<file path="src/rtl/eag_pkg.sv">
package eag_pkg;

    localparam int ADDR_W = 16;
    localparam int BYTE_W = 8;
    localparam int MODE_W = 3;

    typedef enum logic [MODE_W-1:0] {
        AM_INHERENT  = 3'd0,
        AM_IMMEDIATE = 3'd1,
        AM_PAGE0     = 3'd2,
        AM_FULL      = 3'd3,
        AM_INDEXED   = 3'd4,
        AM_RELATIVE  = 3'd5
    } amode_e;

    typedef struct packed {
        logic [ADDR_W-1:0] ea;
        logic [ADDR_W-1:0] ea_plus1;
        logic              mem_req;
        logic [ADDR_W-1:0] br_target;
        logic              br_taken;
    } ea_result_t;

    function automatic logic [ADDR_W-1:0] join_bytes(input logic [BYTE_W-1:0] hi,
                                                     input logic [BYTE_W-1:0] lo);
        return {hi, lo};
    endfunction

    function automatic logic [ADDR_W-1:0] page0_addr(input logic [BYTE_W-1:0] lo);
        return {{(ADDR_W-BYTE_W){1'b0}}, lo};
    endfunction

    function automatic logic is_relative(input logic [MODE_W-1:0] code);
        return code == AM_RELATIVE;
    endfunction

endpackage

</file>
<file path="src/rtl/eag_offset_add.sv">
module eag_offset_add #(
    parameter int AW     = 16,
    parameter int OW     = 8,
    parameter bit SIGNED = 1'b0
) (
    input  logic [AW-1:0] base,
    input  logic [OW-1:0] offset,
    output logic [AW-1:0] sum
);
    localparam int EXT_W = AW - OW;

    logic [AW-1:0] off_ext;

    generate
        if (SIGNED) begin : g_sext
            assign off_ext = {{EXT_W{offset[OW-1]}}, offset};
        end else begin : g_zext
            assign off_ext = {{EXT_W{1'b0}}, offset};
        end
    endgenerate

    assign sum = base + off_ext;
endmodule

</file>
<file path="src/rtl/eag_operand_sel.sv">
module eag_operand_sel
    import eag_pkg::*;
#(
    parameter int AW = ADDR_W,
    parameter int BW = BYTE_W
) (
    input  logic [MODE_W-1:0] mode,
    input  logic [BW-1:0]     op_hi,
    input  logic [BW-1:0]     op_lo,
    input  logic [AW-1:0]     index_x,
    output logic [AW-1:0]     base,
    output logic [BW-1:0]     offset,
    output logic              mem_req
);
    amode_e m;
    assign m = amode_e'(mode);

    always_comb begin
        base    = '0;
        offset  = '0;
        mem_req = 1'b0;
        case (m)
            AM_FULL: begin
                base    = join_bytes(op_hi, op_lo);
                mem_req = 1'b1;
            end
            AM_PAGE0: begin
                base    = page0_addr(op_lo);
                mem_req = 1'b1;
            end
            AM_INDEXED: begin
                base    = index_x;
                offset  = op_lo;
                mem_req = 1'b1;
            end
            default: begin
                base    = '0;
                offset  = '0;
                mem_req = 1'b0;
            end
        endcase
    end
endmodule

</file>
<file path="src/rtl/eag_branch_eval.sv">
module eag_branch_eval
    import eag_pkg::*;
#(
    parameter int AW = ADDR_W,
    parameter int BW = BYTE_W
) (
    input  logic [MODE_W-1:0] mode,
    input  logic [BW-1:0]     disp,
    input  logic [AW-1:0]     pc_next,
    input  logic              zero_flag,
    output logic [AW-1:0]     target,
    output logic              taken
);
    logic [AW-1:0] raw_target;
    logic          rel;

    eag_offset_add #(.AW(AW), .OW(BW), .SIGNED(1'b1)) u_pcrel (
        .base   (pc_next),
        .offset (disp),
        .sum    (raw_target)
    );

    assign rel    = is_relative(mode);
    assign target = rel ? raw_target : '0;
    assign taken  = rel & ~zero_flag;
endmodule

</file>
<file path="src/rtl/eag_core.sv">
module eag_core
    import eag_pkg::*;
#(
    parameter int AW = ADDR_W,
    parameter int BW = BYTE_W
) (
    input  logic              clk,
    input  logic              rst,
    input  logic              load,
    input  logic [MODE_W-1:0] mode,
    input  logic [BW-1:0]     op_hi,
    input  logic [BW-1:0]     op_lo,
    input  logic [AW-1:0]     index_x,
    input  logic [AW-1:0]     pc_next,
    input  logic              zero_flag,
    output logic [AW-1:0]     ea,
    output logic [AW-1:0]     ea_plus1,
    output logic              mem_req,
    output logic [AW-1:0]     br_target,
    output logic              br_taken
);
    logic [AW-1:0] base_w;
    logic [BW-1:0] off_w;
    logic          mem_w;
    logic [AW-1:0] ea_w;
    logic [AW-1:0] ea_inc_w;
    logic [AW-1:0] tgt_w;
    logic          tk_w;
    ea_result_t    nxt;
    ea_result_t    res_q;

    eag_operand_sel #(.AW(AW), .BW(BW)) u_sel (
        .mode    (mode),
        .op_hi   (op_hi),
        .op_lo   (op_lo),
        .index_x (index_x),
        .base    (base_w),
        .offset  (off_w),
        .mem_req (mem_w)
    );

    eag_offset_add #(.AW(AW), .OW(BW), .SIGNED(1'b0)) u_ea_add (
        .base   (base_w),
        .offset (off_w),
        .sum    (ea_w)
    );

    eag_offset_add #(.AW(AW), .OW(1), .SIGNED(1'b0)) u_next_byte (
        .base   (ea_w),
        .offset (1'b1),
        .sum    (ea_inc_w)
    );

    eag_branch_eval #(.AW(AW), .BW(BW)) u_br (
        .mode      (mode),
        .disp      (op_lo),
        .pc_next   (pc_next),
        .zero_flag (zero_flag),
        .target    (tgt_w),
        .taken     (tk_w)
    );

    always_comb begin
        nxt.ea        = ea_w;
        nxt.ea_plus1  = mem_w ? ea_inc_w : '0;
        nxt.mem_req   = mem_w;
        nxt.br_target = tgt_w;
        nxt.br_taken  = tk_w;
    end

    always_ff @(posedge clk) begin
        if (rst) begin
            res_q <= '0;
        end else if (load) begin
            res_q <= nxt;
        end
    end

    assign ea        = res_q.ea;
    assign ea_plus1  = res_q.ea_plus1;
    assign mem_req   = res_q.mem_req;
    assign br_target = res_q.br_target;
    assign br_taken  = res_q.br_taken;
endmodule

</file>
<file path="config.mk">
export PLATFORM = sky130hd
export DESIGN_NAME = eag_core
export DESIGN_NICKNAME = d
export VERILOG_FILES = /design/src/rtl/eag_pkg.sv /design/src/rtl/eag_offset_add.sv /design/src/rtl/eag_operand_sel.sv /design/src/rtl/eag_branch_eval.sv /design/src/rtl/eag_core.sv
export SDC_FILE = /design/constraint.sdc
export NUM_CORES = 1
export LEC_CHECK = 0
export ABC_AREA = 1
export BUFFER_PORTS_ARGS = -buffer_cell sky130_fd_sc_hd__buf_2
export CORE_MARGIN = 2
export CORE_UTILIZATION = 50
export CTS_BUF_LIST = sky130_fd_sc_hd__clkbuf_4
export DETAILED_ROUTE_END_ITERATION = 10
export PLACE_DENSITY = 0.77
export SKIP_CTS_REPAIR_TIMING = 1
export SYNTH_ARGS = -nofsm -noshare
export SYNTH_HDL_FRONTEND = slang
export SYNTH_SLANG_ARGS = --single-unit
export TNS_END_PERCENT = 50
</file>
<file path="constraint.sdc">
create_clock -name clk -period 4 [get_ports clk]
set_input_delay 0.8 -clock clk [delete_from_list [all_inputs] [get_ports clk]]
set_output_delay 0.8 -clock clk [all_outputs]
set_load 0.01 [all_outputs]
</file>
==> run summary <==
first-pass iteration count of the detailed router -> 4
syn_nets -> 652
Die ar. -> 8214 sq um
vias -> 4,037
met1 WL -> 4.049 mm
critical-path cell list -> buf_2 > inv_1 > nand2_1 > nor2_2 > inv_2 > nor2_1 > ha_1 > nand2_2 > inv_1 > a21oi_1 > nand2_4 > xor2_4 > nand4_2 > nor2_4 > nand3_1 > nand2_1 > nand3_1 > a21oi_1
worst skew pair latency -> 0.36 ns
Cell variety after synth -> 41
actual slew at the worst max-slew pin -> 0.7078 ns
reg2reg start -> ea[3]
outcome -> finished clean
WL met3 -> 622 um
Max stage delay cell, worst path -> nor2_2
Rel. slew slack -> 52.81%
CP max FO -> 12
die width -> 90.63 um
CP bufs+invs -> 4
largest net degree at the start of global routing -> 38
CP required -> 4.29 ns
remaining global-route overflow -> 0
R2R depth -> 4
wirelength, routed -> 9.758 mm
layout cells sized above 1 -> 23.84%
Pins Over Slew Limit -> 0
time the worst path needs with I/O delays and setup -> 3.409 ns
min-delay worst type -> reg2reg
nets -> 747
antenna viol nets, final -> 0
Die H -> 90.63 um
CTS Sinks -> 50
Vias/cell -> 5.270
final setup vio count -> 0
worst vdd ir -> 202.8 uV
area delta synth->final -> 17.17%
row cnt -> 31
power per cell area -> 263.7 nW/um^2
DP HPWL -> 7.909 mm
H-tree levels -> 2
Post-synth top flop -> dfxtp_1
final setup TNS -> 0 ns
clk root buf -> clkbuf_4
fillers -> 737
CTS clk-pin slew, worst paths -> 0.14 ns
Top delay family on crit path -> simple AND/OR/NAND/NOR gates
ys async rst share -> 0%
Mean Syn Cell Area -> 6.572 sq um
post-synthesis mux area share -> 0%
post-synthesis adder-cell area fraction -> 9.070%
DRC Markers -> 0
CTS Buf Count -> 5
GR Util All Layers -> 24.59%
total of max-cap violations -> 0
WS Path Type -> in2reg
number of DRC markers in iteration 0 -> 185
Leak -> 2.266 nW
Hold EP -> ea_plus1[4]
Syn Inst Count -> 571
Finished Core Util -> 60.62%
WL/cell -> 12.74 um
TritonCTS clock tree -> built
main combinational cell family by area after synthesis -> simple AND/OR/NAND/NOR gates
compound-cell area share of the yosys netlist -> 15.81%
Yosys reg bits -> 50
fmax -> 0.2934 GHz
core box area -> 7253 sq um
nature of the critical path startpoint -> input pin
worst hold start -> ea_plus1[4]
diode count -> 0
number of global-route vias before repair -> 3,940
gpl congestion -> 0.9035
initial antenna violation count -> 0
starting density of the core -> 51.73%
top sig layer -> met4
Synth Area in XOR/XNOR -> 2.334%
reg-to-reg slack, setup -> 3.28 ns
Post-Synth Simple-Gate Area -> 36.31%
Reg-to-Reg End -> ea[3]
Setup Skew -> 0 ns
Mapped Area -> 3752 sq um
yosys warns -> 0
max incr delay on CP -> 0.35 ns
number of synthesized flops with an enable pin -> 0
fin crit share -> 85.22%
clock buffer depth -> 2
Hold Path Depth -> 2
final hold vios -> 0
Data arrival, critical path -> 3.70 ns
Ports -> 105
I/O Buffers -> 104
first-pass GRT wire length -> 16.94 mm
met2 WL post-DR -> 4.862 mm
RSZ-0062 raised after global routing -> false
Seq/Total Area, Yosys -> 26.68%
Crit. End Element -> flip-flop
-- worst register-to-register path: stages, from the launching register on --
cell and delay [ns]:
dfxtp_1 0.35, nor2_1 0.09, nor2_1 0.04, o21ai_0 0.10
inv_1 0.05
-- flip-flops by register name (all words and copies together) (netlist names) --
register   count
br_taken       1
ea            16
ea_plus1      16
mem_req        1
br_target     16
-- through the flow --
stage | power [mW] | setup slack (ns) | instance area, sq um | instances | hold WS [ns]
finish | 1.159 | 0.5912 | 4397 | 766 | 0.4711
global route | 1.234 | 0.3096 | 4397 | 766 | 0.4872
CTS | 1.168 | 0.6172 | 4397 | 766 | 0.4717
detailed placement | 0.8205 | 0.2622 | 4295 | 758 | 0.4519
global placement | 0.8151 | 0.3481 | 4295 | 758 | 0.4503
floorplan | 0.7335 | 0.5793 | 3752 | 571 | 0.4852
-- synthesized netlist by cell type, types with 7 or more instances --
cell type	count	area share [%]
a21oi_1	63	8.4
clkbuf_1	9	0.90
dfxtp_1	50	27
ha_1	24	8.0
inv_1	63	6.3
nand2_1	155	16
nand2_2	9	1.5
nand3_1	52	6.9
nand4_1	10	1.7
nor2_1	32	3.2
o211ai_1	7	1.4
o21ai_0	28	3.7
or2_2	8	1.3
-- placed cells by master, fill, tap and decap left out, drive strengths merged, types with 2 or more instances in the layout --
master  instances
dfxtp          50
ha             24
nand2         168
xor2            5
nand4          12
clkbuf          5
nand3          56
o21ai          29
buf           105
xnor2           2
a21oi          66
bufinv          2
fa              2
inv            68
or2             8
nor3            4
clkinv          2
nand3b          3
nor2           41
o211ai          7
-- worst max-delay path by stage --
stage	cells past startpoint	endpoint	start
after global routing	18	ea_plus1[13]	mode[1]
after global placement	18	ea_plus1[13]	mode[1]
final	18	ea_plus1[13]	mode[1]
after CTS	18	ea_plus1[13]	mode[1]
after detailed placement	18	ea_plus1[13]	mode[1]
after floorplan	22	ea_plus1[14]	mode[1]
-- per-layer routing --
layer  vias up  track usage, %
met2       114           44.90
met3        23           5.843
met1      1830           28.36
met5         -               0
met4         0           7.051
li1       2070               -
-- power breakdown --
part	internal [mW]	leakage, nW	switching, mW	total [mW]
combinational	0.107	1.81	0.179	0.285
clock	0.193	0.0528	0.155	0.348
sequential	0.516	0.407	0.00982	0.526
-- cell type report --
class | instances | area (sq um) | area share [%]
clock buffer | 5 | 37.54 | 0.8537
sequential | 50 | 1001 | 22.77
tap | 99 | 123.9 | 2.817
multi-input combinational | 435 | 2384 | 54.21
clock inverter | 3 | 63.81 | 1.451
timing repair buffer | 105 | 528.0 | 12.01
inverter | 69 | 259.0 | 5.891
-- cell families (layout without fill, tap and decap cells) --
logic type,after synthesis,after routing
AND/OR/NAND/NOR,293,293
AO/OA/AOI/OAI,109,109
buffers and inverters,86,182
flip-flops,50,50
adder cells (fa/ha/maj),26,26
XOR/XNOR,7,7
No activity file was read; power rests on OpenSTA's default activity.
